`src/rtl/burst_col_seq.sv`:
```
module burst_col_seq #(
  parameter int COL_W = 8
) (
  input  logic             clk,
  input  logic             rst_n,
  input  logic             cke,
  input  logic             mode_ld,
  input  logic [6:0]       mode_word,
  input  logic             start,
  input  logic [COL_W-1:0] start_col,
  input  logic             start_bank,
  input  logic             stop,
  output logic [COL_W-1:0] col_addr,
  output logic             col_bank,
  output logic             col_valid,
  output logic             rd_valid
);

  logic [2:0]       len_code;
  logic             ilv;
  logic             lat3;
  logic [COL_W-1:0] base;
  logic [COL_W-1:0] cnt;
  logic [2:0]       pipe;
  logic [COL_W-1:0] mask;
  logic [COL_W-1:0] next_addr;

  wire             full     = (len_code == 3'b111);
  wire             last     = !full && (cnt == mask);
  wire [COL_W-1:0] next_cnt = cnt + 1'b1;
  wire             len_ok   = (mode_word[2] == 1'b0) || (mode_word[2:0] == 3'b111);
  wire             lat_ok   = (mode_word[6:5] == 2'b01);
  wire             take_mode = mode_ld && !col_valid && len_ok && lat_ok;

  always_comb begin
    case (len_code)
      3'b000:  mask = '0;
      3'b001:  mask = COL_W'(1);
      3'b010:  mask = COL_W'(3);
      3'b011:  mask = COL_W'(7);
      default: mask = '1;
    endcase
  end

  always_comb begin
    if (ilv && !full) next_addr = (base & ~mask) | ((base ^ next_cnt) & mask);
    else              next_addr = (base & ~mask) | ((base + next_cnt) & mask);
  end

  always_ff @(posedge clk) begin
    if (!rst_n) begin
      len_code  <= 3'b000;
      ilv       <= 1'b0;
      lat3      <= 1'b0;
      base      <= '0;
      cnt       <= '0;
      col_addr  <= '0;
      col_bank  <= 1'b0;
      col_valid <= 1'b0;
      pipe      <= '0;
    end else if (cke) begin
      if (start) begin
        base      <= start_col;
        cnt       <= '0;
        col_addr  <= start_col;
        col_bank  <= start_bank;
        col_valid <= 1'b1;
      end else if (col_valid) begin
        if (stop || last) begin
          col_valid <= 1'b0;
        end else begin
          cnt      <= next_cnt;
          col_addr <= next_addr;
        end
      end
      if (take_mode) begin
        len_code <= mode_word[2:0];
        ilv      <= mode_word[3];
        lat3     <= mode_word[4];
      end
      pipe <= {pipe[1:0], col_valid};
    end
  end

  assign rd_valid = lat3 ? pipe[2] : pipe[1];

  assert_start_loads_R2: assert property (@(posedge clk) disable iff (!rst_n)
    cke && start |=> col_valid && col_addr == $past(start_col) && col_bank == $past(start_bank));

  assert_stop_ends_R7: assert property (@(posedge clk) disable iff (!rst_n)
    cke && stop && !start |=> !col_valid);

  assert_fullpage_step_R6: assert property (@(posedge clk) disable iff (!rst_n)
    cke && col_valid && full && !start && !stop |=> col_valid && col_addr == $past(col_addr) + 1'b1);

  assert_block_kept_R5: assert property (@(posedge clk) disable iff (!rst_n)
    cke && col_valid && !start && !stop && !last && !mode_ld
    |=> col_valid && ((col_addr ^ $past(col_addr)) & ~mask) == '0);

  assert_mode_locked_R9: assert property (@(posedge clk) disable iff (!rst_n)
    cke && mode_ld && col_valid |=> $stable(len_code) && $stable(ilv) && $stable(lat3));

  assert_freeze_R12: assert property (@(posedge clk) disable iff (!rst_n)
    !cke |=> $stable(col_addr) && $stable(col_valid) && $stable(col_bank) && $stable(rd_valid));

endmodule

```
`config.mk`:
```
export PLATFORM = sky130hd
export DESIGN_NAME = burst_col_seq
export DESIGN_NICKNAME = d
export VERILOG_FILES = /design/src/rtl/burst_col_seq.sv
export SDC_FILE = /design/constraint.sdc
export NUM_CORES = 1
export LEC_CHECK = 0
export BUFFER_PORTS_ARGS = -buffer_cell sky130_fd_sc_hd__buf_2
export CORE_MARGIN = 3
export CORE_UTILIZATION = 45
export CTS_BUF_LIST = sky130_fd_sc_hd__clkbuf_4 sky130_fd_sc_hd__clkbuf_8
export CTS_CLUSTER_SIZE = 16
export DETAILED_ROUTE_END_ITERATION = 12
export PLACE_DENSITY = 0.75
export SYNTH_ARGS = -nofsm -noshare
export SYNTH_HDL_FRONTEND = slang
export SYNTH_SLANG_ARGS = --single-unit
export TNS_END_PERCENT = 30
```
`constraint.sdc`:
```
create_clock -name clk -period 3 [get_ports clk]
set_clock_uncertainty 0.1 [all_clocks]
set_input_delay 0.15 -clock clk [delete_from_list [all_inputs] [get_ports clk]]
set_output_delay 0.15 -clock clk [all_outputs]
set_load 0.1 [all_outputs]
```
==> flow_summary.ini <==
[yosys]
yosysSeqAreaShare = 0.316
yosys_warnings = 0
yosys_register_bits = 34
yosys-top-cells-count = 38 x nand2_1, 34 x dfxtp_1, 16 x a21oi_1, 12 x nor2_1, 12 x nor2b_1
syn_nets = 294
netlist.area_leader.share = 0.316
async_flop_share = 0
synth-edff-count = 0
synth_ff_type = dfxtp_1
synth_cells = 261
syn_area_per_cell_um2 = 8.26
synth_top_area_cell = dfxtp_1
synth_most_common_cell = nand2_1
synth.distinct_cells = 54
synthTopCellsByArea = dfxtp_1 32%, nand2_1 6.6%, ha_1 5.8%
syn_area_um2 = 2160

[routing]
via_per_inst = 5.60
wire_per_inst_um = 14.2
drc = 0
vias = 1899
wirelength_um = 4830
drt_first_pass_iters = 4
ant_nets = 0
dr.first_iter.drc_count = 128

[cells_and_area]
instances_no_fill = 339
drive_above_1_share = 0.195
diodes = 0
synthToLayoutAreaGrowth_pct = 12.9
num-fill-cells = 414
design_area_um2 = 2430
num-nets-final = 319
fin_util = 0.544
regArea_um2 = 681
multi_input_area_um2 = 1370

[power]
swShare = 0.268
power_frac_comb = 0.149
p_int_uw = 778
pwr-share-seq = 0.449
vdd_ir_drop_max_uv = 268
p_per_area_nw_per_um2 = 437
power.leakage_uw = 0.00107
switching_power_uw = 286
clockPowerShare = 0.403

[placement]
placed_cell_area_um2 = 2320
dp_cells = 331
dp_hpwl_um = 3410
gp_congestion = 0.805
numPortBuffers = 32

[global_routing]
grt_max_degree = 38
first_global_vias = 1686
grt_usage = 0.181
grt_overflow_total = 0
grt_pass1_wl_um = 8040
antenna_found_initial = 0

[sta]
setup_violations = 0
min_period_over_period = 0.932
final-max-slew-violation-count = 0
clock.fmax_mhz = 358
rsz0062_at_grt = false
tightest_slew_ns = 0.849
fin_crit_ns = 2.80
slew_headroom = 0.433
finalHoldViolCount = 0
fin_setup_tns_ns = 0

[worst_setup_path]
cp_max_fo = 5
startpoint_type = flip-flop
r2r_slack_ns = 0.20
arrival_ns = 2.91
required_ns = 3.11
r2r_end = col_addr[5]
cp-end-kind = flip-flop
r2r-start = cnt[0]
reg2reg_depth = 11
worst-setup-path-type = flip-flop to flip-flop

[clock_tree]
holdBufCountCts = 0
post_cts_resized = 0
path_clk_slew_ns = 0.07
cts_htree_levels = 2
cts_setup_buffers = 0
cts_buffers = 5
clock_latency_ns = 0.28
clock-root-buffer = clkbuf_8
clkSinkCount = 34
tritoncts = done
clk_path_buf_depth = 2

[worst_hold_path]
min_path_type = input pin to flip-flop
holdPathStages = 3
min_to = col_bank
hp-start = start_bank

[floorplanning]
die-height_um = 75.2
core_um2 = 4470
io_pins = 33
die_w_um = 75.2
start_util = 0.482
fp-row-count = 24
dieArea_um2 = 5660

[flow_run]
cap_violations = 0

[status]
outcome = complete, no violations
## critical path, cell delays in order (launching register included)
cell and delay [ns]:
dfxtp_1 0.34, ha_1 0.19, nand3_1 0.17, xnor2_1 0.18, ha_1 0.34, and2_1 0.18
a221oi_2 0.30, a21oi_1 0.10, or3b_1 0.36, a311oi_1 0.29, a21oi_1 0.06, a21oi_1 0.14
## layout make-up
class	instances	share of cell area
clock buffer	7	0.0344
clock inverter	1	0.0123
inverter	6	0.00925
multi-input combinational	204	0.562
sequential	34	0.280
tap	52	0.0267
timing repair buffer	35	0.0751
## power by group through the flow
stage | registers, uW | logic [uW] | clock network (uW)
after CTS | 477 | 158 | 436
after global placement | 487 | 156 | 0
after floorplan | 541 | 69.6 | 0
final | 477 | 158 | 428
after detailed placement | 488 | 158 | 0
after global routing | 479 | 169 | 455
## flip-flops by register name, summed over array words and instances (netlist names)
signal	count
pipe	3
base	8
col_addr	8
len_code	3
ilv	1
col_valid	1
col_bank	1
lat3	1
cnt	8
## how the worst max path moves through the flow
stage                      start  cells past startpoint     endpoint  slack (ns)
after floorplan           cnt[1]                     11  col_addr[5]        0.31
after global placement    cnt[0]                     11  col_addr[5]        0.31
after detailed placement  cnt[0]                     11  col_addr[5]        0.25
after CTS                 cnt[0]                     11  col_addr[5]        0.21
after global routing      cnt[0]                     11  col_addr[5]        0.01
final                     cnt[0]                     11  col_addr[5]        0.20
## per-stage QoR
step / hold WS, ns / setup slack [ns] / total power [uW]
final: 0.0257 / 0.205 / 1060
after global routing: 0.0347 / 0.0130 / 1100
after detailed placement: 0.316 / 0.248 / 646
after global placement: 0.306 / 0.310 / 643
after floorplan: 0.195 / 0.310 / 611
after CTS: 0.0193 / 0.209 / 1070
## logic make-up (layout without fill, tap and decap cells)
logic type / Yosys count / in the layout / synth area share
AOI/OAI and AO/OA: 72 / 72 / 0.239
adders and majority gates: 11 / 11 / 0.0673
muxes: 11 / 11 / 0.0517
and+or+nand+nor: 101 / 101 / 0.240
buffers and inverters: 23 / 49 / 0.0493
xor gates and xnor gates: 9 / 9 / 0.0366
DFF: 34 / 34 / 0.316
## cells in the final DEF, fill, tap and decap left out, drive strengths merged, types with 5 or more instances in the layout
master | synthesis | routed
a21oi | 16 | 16
mux2i | 10 | 10
nand3 | 9 | 9
and2 | 6 | 6
a21boi | 16 | 16
nor2b | 12 | 12
nor2 | 12 | 12
xor2 | 5 | 5
o21ai | 13 | 13
ha | 10 | 10
inv | 6 | 6
clkbuf | 11 | 7
buf | 6 | 35
dfxtp | 34 | 34
nand2 | 39 | 39
## per-layer routing
layer	share of wire	track usage	up-vias
met3	0.043	0.0294	5
met1	0.47	0.243	891
met2	0.48	0.309	35
li1	-	-	968
met4	0.0068	0.0350	0
met5	0	0	-
(Power assumes the default switching activity.)
